==> config.mk <==
export PLATFORM = sky130hd
export DESIGN_NAME = fltmix_top
export DESIGN_NICKNAME = d
export VERILOG_FILES = /design/src/rtl/fltmix_pkg.sv /design/src/rtl/fltmix_regs.sv /design/src/rtl/fltmix_router.sv /design/src/rtl/fltmix_mixer.sv /design/src/rtl/fltmix_top.sv
export SDC_FILE = /design/constraint.sdc
export NUM_CORES = 1
export LEC_CHECK = 0
export BUFFER_PORTS_ARGS = -buffer_cell sky130_fd_sc_hd__buf_2
export CAP_MARGIN = 20
export CELL_PAD_IN_SITES_DETAIL_PLACEMENT = 1
export CELL_PAD_IN_SITES_GLOBAL_PLACEMENT = 1
export CORE_AREA = 4 4 164 166
export DETAILED_ROUTE_END_ITERATION = 10
export DIE_AREA = 0 0 168 170
export GPL_ROUTABILITY_DRIVEN = 0
export GPL_TIMING_DRIVEN = 0
export PLACE_DENSITY = 0.93
export REMOVE_ABC_BUFFERS = 1
export SYNTH_ARGS = -nofsm -noshare
export SYNTH_HDL_FRONTEND = slang
export SYNTH_SLANG_ARGS = --single-unit
==> constraint.sdc <==
create_clock -name clk -period 13 [get_ports clk]
set_input_delay 0.65 -clock clk [delete_from_list [all_inputs] [get_ports clk]]
set_output_delay 0.65 -clock clk [all_outputs]
set_load 0.02 [all_outputs]
==> src/rtl/fltmix_pkg.sv <==
// Package: shared constants, register addresses and configuration record
// for the filter control and mixer block.
// Assumes: four input channels, with voice 3 at index 2.
package fltmix_pkg;

    localparam int CUT_W     = 11;
    localparam int NCH       = 4;
    localparam int V3_IDX    = 2;
    // Fixed mixer offset: (-4095*255/18) truncated, then arithmetic >> 7 = -454
    localparam int DC_OFFSET = (-4095 * 255 / 18) >>> 7;

    typedef enum logic [1:0] {
        ADR_CUT_HI   = 2'd0,
        ADR_CUT_LO   = 2'd1,
        ADR_RES_RT   = 2'd2,
        ADR_MODE_VOL = 2'd3
    } reg_addr_e;

    typedef struct packed {
        logic [CUT_W-1:0] cutoff;
        logic [3:0]       reso;
        logic [3:0]       route;
        logic             mute;
        logic [2:0]       mode;
        logic [3:0]       vol;
    } cfg_t;

endpackage

==> src/rtl/fltmix_regs.sv <==
// Module: fltmix_regs
// Holds the four host-visible configuration registers and serves
// combinational readback in the same bit layouts.
// Assumes: single write port, one byte per cycle, synchronous active-low reset.
module fltmix_regs
    import fltmix_pkg::*;
(
    input  logic       clk,
    input  logic       rst_n,
    input  logic       wr_en,
    input  logic [1:0] wr_addr,
    input  logic [7:0] wr_data,
    input  logic [1:0] rd_addr,
    output logic [7:0] rd_data,
    output cfg_t       cfg
);

    localparam int LO_W = 3;
    localparam int HI_W = CUT_W - LO_W;

    // Register update: reset clears all, a write loads the addressed fields
    always_ff @(posedge clk) begin
        if (!rst_n) begin
            cfg <= '0;
        end else if (wr_en) begin
            case (reg_addr_e'(wr_addr))
                ADR_CUT_HI:   cfg.cutoff[CUT_W-1:LO_W] <= wr_data[HI_W-1:0];
                ADR_CUT_LO:   cfg.cutoff[LO_W-1:0]     <= wr_data[LO_W-1:0];
                ADR_RES_RT: begin
                    cfg.reso  <= wr_data[7:4];
                    cfg.route <= wr_data[3:0];
                end
                ADR_MODE_VOL: begin
                    cfg.mute <= wr_data[7];
                    cfg.mode <= wr_data[6:4];
                    cfg.vol  <= wr_data[3:0];
                end
                default: ;
            endcase
        end
    end

    // Readback multiplexer: returns each register in its write layout
    always_comb begin
        case (reg_addr_e'(rd_addr))
            ADR_CUT_HI:   rd_data = cfg.cutoff[CUT_W-1:LO_W];
            ADR_CUT_LO:   rd_data = {{(8-LO_W){1'b0}}, cfg.cutoff[LO_W-1:0]};
            ADR_RES_RT:   rd_data = {cfg.reso, cfg.route};
            ADR_MODE_VOL: rd_data = {cfg.mute, cfg.mode, cfg.vol};
            default:      rd_data = '0;
        endcase
    end

    AST_CUT_HI_LOAD: assert property (@(posedge clk) disable iff (!rst_n)
        (wr_en && wr_addr == ADR_CUT_HI) |=>
            (cfg.cutoff[CUT_W-1:LO_W] == $past(wr_data)) &&
            (cfg.cutoff[LO_W-1:0] == $past(cfg.cutoff[LO_W-1:0])));

    AST_CUT_LO_LOAD: assert property (@(posedge clk) disable iff (!rst_n)
        (wr_en && wr_addr == ADR_CUT_LO) |=>
            (cfg.cutoff[LO_W-1:0] == $past(wr_data[LO_W-1:0])) &&
            (cfg.cutoff[CUT_W-1:LO_W] == $past(cfg.cutoff[CUT_W-1:LO_W])));

endmodule

==> src/rtl/fltmix_router.sv <==
// Module: fltmix_router
// Scales each input channel by an arithmetic shift, applies the voice-3
// mute (only while voice 3 bypasses the filter) and splits the channels
// into the filter-input sum and the bypass sum.
// Assumes: routing bit i belongs to channel i; voice 3 sits at V3_IDX.
module fltmix_router
    import fltmix_pkg::*;
#(
    parameter int IN_W  = 20,
    parameter int SHIFT = 7,
    parameter int SC_W  = IN_W - SHIFT,
    parameter int ACC_W = SC_W + 2
) (
    input  logic                    clk,
    input  logic                    rst_n,
    input  logic                    flt_en,
    input  logic [NCH-1:0]          route,
    input  logic                    mute,
    input  logic signed [IN_W-1:0]  ch_in [NCH],
    output logic signed [ACC_W-1:0] filt_sum,
    output logic signed [ACC_W-1:0] byp_sum
);

    logic signed [SC_W-1:0]  scaled    [NCH];
    logic signed [SC_W-1:0]  gated     [NCH];
    logic signed [ACC_W-1:0] filt_part [NCH];
    logic signed [ACC_W-1:0] byp_part  [NCH];
    logic [NCH-1:0]          to_filt;

    for (genvar g = 0; g < NCH; g++) begin : g_ch
        assign scaled[g] = SC_W'(ch_in[g] >>> SHIFT);
        if (g == V3_IDX) begin : g_mute
            assign gated[g] = (mute && !route[g]) ? '0 : scaled[g];
        end else begin : g_pass
            assign gated[g] = scaled[g];
        end
        assign to_filt[g]   = flt_en & route[g];
        assign filt_part[g] = to_filt[g] ? ACC_W'(gated[g]) : '0;
        assign byp_part[g]  = to_filt[g] ? '0 : ACC_W'(gated[g]);
    end

    // Summing tree: accumulates the per-channel shares into the two sums
    always_comb begin
        filt_sum = '0;
        byp_sum  = '0;
        for (int i = 0; i < NCH; i++) begin
            filt_sum = filt_sum + filt_part[i];
            byp_sum  = byp_sum + byp_part[i];
        end
    end

    logic signed [ACC_W:0] split_total;
    logic signed [ACC_W:0] gated_total;
    logic signed [ACC_W:0] others_total;

    // Check sums for the assertions: totals taken before routing
    always_comb begin
        split_total  = (ACC_W+1)'(filt_sum) + (ACC_W+1)'(byp_sum);
        gated_total  = '0;
        others_total = '0;
        for (int i = 0; i < NCH; i++) begin
            gated_total = gated_total + (ACC_W+1)'(gated[i]);
            if (i != V3_IDX) others_total = others_total + (ACC_W+1)'(scaled[i]);
        end
    end

    AST_SPLIT_CONSERVES: assert property (@(posedge clk) disable iff (!rst_n)
        split_total == gated_total);

    AST_V3_MUTED: assert property (@(posedge clk) disable iff (!rst_n)
        (mute && !route[V3_IDX]) |-> split_total == others_total);

    AST_BYPASS_EMPTY_FILT: assert property (@(posedge clk) disable iff (!rst_n)
        !flt_en |-> filt_sum == '0);

endmodule

==> src/rtl/fltmix_mixer.sv <==
// Module: fltmix_mixer
// Adds the filter states chosen by the mode field to the bypass sum,
// applies the fixed DC offset and multiplies by the unsigned volume.
// Assumes: SUM_W and OUT_W are large enough for the worst-case sum.
module fltmix_mixer
    import fltmix_pkg::*;
#(
    parameter int ACC_W   = 15,
    parameter int STATE_W = 16,
    parameter int FS_W    = STATE_W + 2,
    parameter int SUM_W   = ((ACC_W > FS_W) ? ACC_W : FS_W) + 2,
    parameter int OUT_W   = SUM_W + 5
) (
    input  logic                      clk,
    input  logic                      rst_n,
    input  logic                      flt_en,
    input  logic [2:0]                mode,
    input  logic [3:0]                vol,
    input  logic signed [ACC_W-1:0]   byp_sum,
    input  logic signed [STATE_W-1:0] lp_st,
    input  logic signed [STATE_W-1:0] bp_st,
    input  logic signed [STATE_W-1:0] hp_st,
    output logic signed [OUT_W-1:0]   mix_o
);

    logic [2:0]              sel;
    logic signed [FS_W-1:0]  fsel;
    logic signed [SUM_W-1:0] total;

    // Mode selection: picks low-, band- and high-pass states with unit weight
    always_comb begin
        sel  = flt_en ? mode : 3'b000;
        fsel = '0;
        if (sel[0]) fsel = fsel + FS_W'(lp_st);
        if (sel[1]) fsel = fsel + FS_W'(bp_st);
        if (sel[2]) fsel = fsel + FS_W'(hp_st);
    end

    // Output stage: sum, offset and volume scaling
    always_comb begin
        total = SUM_W'(byp_sum) + SUM_W'(fsel) + SUM_W'(DC_OFFSET);
        mix_o = OUT_W'(total) * OUT_W'($signed({1'b0, vol}));
    end

    AST_VOL_ZERO_SILENT: assert property (@(posedge clk) disable iff (!rst_n)
        (vol == 4'd0) |-> mix_o == '0);

endmodule

==> src/rtl/fltmix_top.sv <==
// Module: fltmix_top
// Register shell and output mixer of a three-voice audio filter. It holds
// the configuration registers, routes the scaled channels into or around
// the filter, and mixes the returned filter states into the output.
// Assumes: the integrators outside consume filt_sum_o, cutoff_o and reso_o
// and return the three state values.
module fltmix_top
    import fltmix_pkg::*;
#(
    parameter int IN_W    = 20,
    parameter int SHIFT   = 7,
    parameter int STATE_W = 16,
    localparam int SC_W   = IN_W - SHIFT,
    localparam int ACC_W  = SC_W + 2,
    localparam int FS_W   = STATE_W + 2,
    localparam int SUM_W  = ((ACC_W > FS_W) ? ACC_W : FS_W) + 2,
    localparam int OUT_W  = SUM_W + 5
) (
    input  logic                      clk,
    input  logic                      rst_n,
    input  logic                      wr_en,
    input  logic [1:0]                wr_addr,
    input  logic [7:0]                wr_data,
    input  logic [1:0]                rd_addr,
    output logic [7:0]                rd_data,
    input  logic                      flt_en,
    input  logic signed [IN_W-1:0]    v1_in,
    input  logic signed [IN_W-1:0]    v2_in,
    input  logic signed [IN_W-1:0]    v3_in,
    input  logic signed [IN_W-1:0]    ext_in,
    input  logic signed [STATE_W-1:0] lp_st,
    input  logic signed [STATE_W-1:0] bp_st,
    input  logic signed [STATE_W-1:0] hp_st,
    output logic [CUT_W-1:0]          cutoff_o,
    output logic [3:0]                reso_o,
    output logic signed [ACC_W-1:0]   filt_sum_o,
    output logic signed [OUT_W-1:0]   mix_o
);

    cfg_t                    cfg;
    logic signed [IN_W-1:0]  ch_arr [NCH];
    logic signed [ACC_W-1:0] byp_sum;

    // Channel gather: voice 1..3 then the external channel, matching route bits
    always_comb begin
        ch_arr[0] = v1_in;
        ch_arr[1] = v2_in;
        ch_arr[2] = v3_in;
        ch_arr[3] = ext_in;
    end

    fltmix_regs u_regs (
        .clk     (clk),
        .rst_n   (rst_n),
        .wr_en   (wr_en),
        .wr_addr (wr_addr),
        .wr_data (wr_data),
        .rd_addr (rd_addr),
        .rd_data (rd_data),
        .cfg     (cfg)
    );

    fltmix_router #(
        .IN_W  (IN_W),
        .SHIFT (SHIFT),
        .SC_W  (SC_W),
        .ACC_W (ACC_W)
    ) u_router (
        .clk      (clk),
        .rst_n    (rst_n),
        .flt_en   (flt_en),
        .route    (cfg.route),
        .mute     (cfg.mute),
        .ch_in    (ch_arr),
        .filt_sum (filt_sum_o),
        .byp_sum  (byp_sum)
    );

    fltmix_mixer #(
        .ACC_W   (ACC_W),
        .STATE_W (STATE_W),
        .FS_W    (FS_W),
        .SUM_W   (SUM_W),
        .OUT_W   (OUT_W)
    ) u_mixer (
        .clk     (clk),
        .rst_n   (rst_n),
        .flt_en  (flt_en),
        .mode    (cfg.mode),
        .vol     (cfg.vol),
        .byp_sum (byp_sum),
        .lp_st   (lp_st),
        .bp_st   (bp_st),
        .hp_st   (hp_st),
        .mix_o   (mix_o)
    );

    assign cutoff_o = cfg.cutoff;
    assign reso_o   = cfg.reso;

endmodule

# Yosys cells after proc, flatten, opt, wreduce, memory -nomap -nowiden
# Index checks and enable logic that the tools add are counted.
# W data, S select, Z words.
[op_classes] n_addsub=10 mul=1 n_eq_ne=6 mux=14 n_bitwise=4 reduce_logical=8
[op_table] operator="$mux W15" n=8
[op_table] operator="$add A15 B15 Y15" n=6
[op_table] operator="$mux W18" n=3
[op_table] operator="$add A18 B16 Y18" n=2
[op_table] operator="$pmux W8 S4" n=1
[op_table] operator="$mul A20 B5 Y25" n=1
[op_table] operator="$add A19 B10 Y20 const B" n=1
[op_table] operator="$add A15 B18 Y19" n=1
[op_table] operator="$mux W13" n=1
[op_table] operator="$eq A2 B2 Y1 const B" n=4
[op_table] operator="$reduce_and A2 Y1" n=4
[op_table] operator="$and A1 B1 Y1" n=4
[op_table] operator="$eq A2 B1 Y1 const B" n=2
[op_table] operator="$logic_not A2 Y1" n=2
[op_table] operator="$mux W3" n=1
[op_table] operator="$logic_and A1 B1 Y1" n=1
[op_table] operator="$logic_not A1 Y1" n=1
[totals] ff_bits=27 input_bits=144 out_inout_bits=63 wordCells=50

# Depth between registers and ports, before layout
[logic_depth] ltp_word=9 ltp_mapped=46

# Hierarchy
# Synthesis repeated with hierarchy kept, for this count alone.
[hier_totals] hier_cells=1412 area_unflattened_um2=10750.3
[modules_own_cells] module="fltmix_mixer" instances=1 cells_each=844 area_per_inst_um2=6216.0
[modules_own_cells] module="fltmix_router" instances=1 cells_each=449 area_per_inst_um2=3353.2
[modules_own_cells] module="fltmix_regs" instances=1 cells_each=119 area_per_inst_um2=1181.1

# Worst setup path after synthesis
# Ideal clock, no wire load.
[synth_path] path_type="input to output" start="in flt_en" end="out mix_o[24]" t_arrival_ns=9.169 slack_ns=3.181 cell_stages=43 cell_sequence="buf_2 clkbuf_1 and2_1 a21oi_1 clkbuf_1 nand2_1 fa_1 fa_1 inv_1 ha_1 fa_1 a21o_1 a21oi_1 o21bai_1 a21o_1 a21oi_1 o21bai_1 xnor2_1 [... 7 more ...] o21ai_0 a21oi_1 xnor2_1 and2_1 ha_1 fa_1 inv_1 fa_1 inv_1 ha_1 nand3_1 o22ai_1 o21a_1 a311oi_1 or3_1 a31oi_1 a31oi_1 xor2_1"
[synth_via] elab_chain_len=9 elab_cells_between_ends=20
[synth_lines] element="start: declaration" line="fltmix_top.sv:26" text="input logic flt_en,"
[synth_lines] element="branches (longest 6 deep; another with $add A15 B15 Y15)"
[synth_lines] element="$add A15 B18 Y19 (*)" line="fltmix_mixer.sv:41" text="total = SUM_W'(byp_sum) + SUM_W'(fsel) + SUM_W'(DC_OFFSET);"
[synth_lines] element="$add A19 B10 Y20 (*)" line="fltmix_mixer.sv:41"
[synth_lines] element="$mul A20 B5 Y25 (*)" line="fltmix_mixer.sv:42" text="mix_o = OUT_W'(total) * OUT_W'($signed({1'b0, vol}));"
[synth_lines] element="end: declaration" line="fltmix_top.sv:37" text="output logic signed [OUT_W-1:0] mix_o"
# Mark *: on every way between the ends.

# Worst setup path in the final report
# Same ends and word-level chain as after synthesis.

==> impl_metrics.toml <==
[layout]
drive_gt1_share_pct = 14.29
n_fill_cell = 3234
utilization_pct = 46.36
final_cell_area_um2 = 11880
multi_input_area_um2 = 9193
diodes = 0
nets = 1895
layout_top_registers = "u_regs.cfg (27)"
largest_reg_flops = 27
seqCellArea_um2 = 540.5
max_flop_register = "u_regs.cfg"
area_growth_pct = 10.15

[yosys]
yosys_warnings = 0
ys_async_sr_fraction_pct = 0
syn_inst = 1391
ys_seq_area_share_pct = 5.013
synth_ff_type = "dfxtp_1"
synth_top_family_by_area = "adder cells"
synthMuxAreaShare_pct = 5.211
synthMostInstantiatedCell = "inv_1"
syn_area_um2 = 10780
synth_compound_area_share_pct = 16.25
synth_fa_ha_area_share_pct = 34.58
yosys.area.top_type = "fa_1"
postSynthAreaPerCell_um2 = 7.751
synth_cell_types = 79
synth_top_area_share_pct = 18.01
synth_xor_area_share_pct = 6.824
synth_edf_count = 0
yosys.area_share.simple_pct = 22.35
yosys_register_bits = 27
synth_top_cells_by_count = "200 x inv_1, 150 x nand2_1, 141 x ha_1, 97 x fa_1, 87 x and2_1"
ys_top_cells_by_area = "fa_1 18%, ha_1 16%, inv_1 7.0%, nand2_1 5.2%, and2_1 5.0%"

[outcome]
status = "complete, no violations"

[routing]
drc = 0
postRouteAntennaNets = 0
avgViaCountPerCell = 5.571
wl_per_cell_um = 17.56
drt_iter0_drc = 247
drt_wl_total_um = 32440
first_pass_iters = 4
via_count = 10290

[global_route]
grt_max_degree = 49
overflow = 0
antenna_found_initial = 0
grt_usage_pct = 22.57
first_global_vias = 11522
grt_pass1_wl_um = 55000

[placement]
post-place-ws_ns = 1.397
portBuffers = 178
dpl_cell_area_um2 = 11790
hpwlAfterDp_um = 28180

[worst_setup_path]
startpoint_type = "input port"
cp_num_cells = 42
cp_num_buf_inv = 7
arrival_ns = 11.02
crit_family = "adder cells"
slowest_stage = "buf_2"
ff2ff_setup_slack_ns = 11.64
critPathCaptureType = "output port"
reg2reg_to = "u_regs.cfg[0]"
crit_fanout = 48
reg2reg_depth = 2
max_stage_delay_ns = 0.60
worstSetupPathType = "in -> out"
r2r_start = "u_regs.cfg[0]"
timing.critical_path.mode_cell = "a21oi_1"
required_ns = 12.35

[clock_network]
cts.sinks = 27
cts_resized = 0
cts_made_buffers = 3
cts_root_buffer = "clkbuf_16"
clockBufferDepth = 2
insertion_delay_ns = 0.27
cts-hold-fix-buffers = 0
cts_tree = "yes"
clk_pin_slew_ns = 0.07
post_cts_buffers = 0
cts-htree-levels = 1

[timing]
slew_headroom_pct = 30.93
tns_ns = 0
skew_ns = 0
setup_ws_ns = 1.334
drv_slew = 0
finalCritPeriodShare_pct = 89.74
setup_viol = 0
period_minus_slack_ns = 11.67
finalHoldViolCount = 0
worstMarginPinSlew_ns = 1.036
rsz0062_at_grt = "no"
clock.fmax_ghz = 0.08572
holdWs_ns = 0.5446

[worst_hold_path]
hold-path-endpoint = "u_regs.cfg[26]"
hp-class = "reg -> reg"
hold_path_depth = 2
holdCritStartpoint = "u_regs.cfg[26]"

[pwr]
p_leak_nw = 6.493
pwr-share-seq_pct = 4.5
combPwrFrac_pct = 91.8
p_switching_w = 0.001183
power.density_nw_per_um2 = 170.7
sw_frac_of_total_pct = 58.36
ir_worst_vdd_v = 0.0001466
clock_power_share_pct = 3.6
p_int_w = 0.0008441

[floorplan]
die_area_um2 = 28560
num_io_pins = 207
initial_utilization_pct = 42.09
placementRows = 59
die_w_um = 168
die_height_um = 170
design.core.area_um2 = 25620

[flow_run]
maxCapViolations = 0
[placed cells by master, fill, tap and decap left out, types with 16 or more instances in the layout]
cell type  netlist  final
nand2_1        150    150
nor2_1          45     45
a21oi_1         72     72
inv_1          200    200
nand3_1         16     16
nor3_1          24     24
dfxtp_1         27     27
fa_1            97     97
and2_1          87     87
mux2i_1         37     37
buf_2            4    178
xor2_1          34     34
nand2b_1        19     19
a21o_1          24     24
a31oi_1         17     17
nor2b_1         42     42
o21ai_0         38     38
and3_1          41     41
xnor2_1         50     50
ha_1           141    141
[how the worst max path moves through the flow]
| stage | from | end | slack (ns) |
|---|---|---|---|
| 6_report | flt_en | mix_o[24] | 1.33 |
| 3_5_place_dp | flt_en | mix_o[24] | 1.40 |
| 2_1_floorplan | flt_en | mix_o[24] | 3.40 |
| 4_1_cts | flt_en | mix_o[24] | 1.37 |
| 5_1_grt | flt_en | mix_o[24] | 0.68 |
| 3_3_place_gp | flt_en | mix_o[24] | 1.82 |
[cell families after synthesis]
family / after synthesis
and+or+nand+nor: 467
xor gates and xnor gates: 84
DFF: 27
adders and majority gates: 240
AOI/OAI and AO/OA: 261
muxes: 51
buffers and inverters: 261
[tightest hold or removal path, delay by kind of cell, from the launching register on]
kind,cells,cell delay [ns]
muxes,1,0.12
DFF,1,0.33
and+or+nand+nor,1,0.06
[cell type report]
class,count,area share (%)
Clock buffer,3,0.6321
Clock inverter,1,0.06321
Inverter,200,6.321
Multi-Input combinational cell,1103,77.40
Sequential cell,27,4.551
Tap cell,335,3.529
Timing Repair Buffer,178,7.501
[per-stage QoR]
stage | power [W] | std cells
after detailed placement | 0.001966 | 1843
after global placement | 0.001848 | 1843
after floorplan | 0.001478 | 1330
after global routing | 0.002281 | 1847
after CTS | 0.002045 | 1847
final | 0.002027 | 1847
[power by group through the flow]
stage                     Combinational, W  Sequential (W)  Clock [W]
after floorplan                    0.00138       0.0000930          0
after global placement             0.00175       0.0000938          0
after detailed placement           0.00187       0.0000940          0
after CTS                          0.00188       0.0000922  0.0000719
after global routing               0.00211       0.0000930  0.0000767
final                              0.00186       0.0000922  0.0000731
[per-layer routing]
layer	vias to the layer above	track usage, %	wire length, um
li1	4898	-	-
met2	225	44.15	17430
met1	5100	26.53	13140
met3	67	0.9059	932
met4	0	6.881	932
met5	-	0	0
No activity file was read; power rests on OpenSTA's default activity.
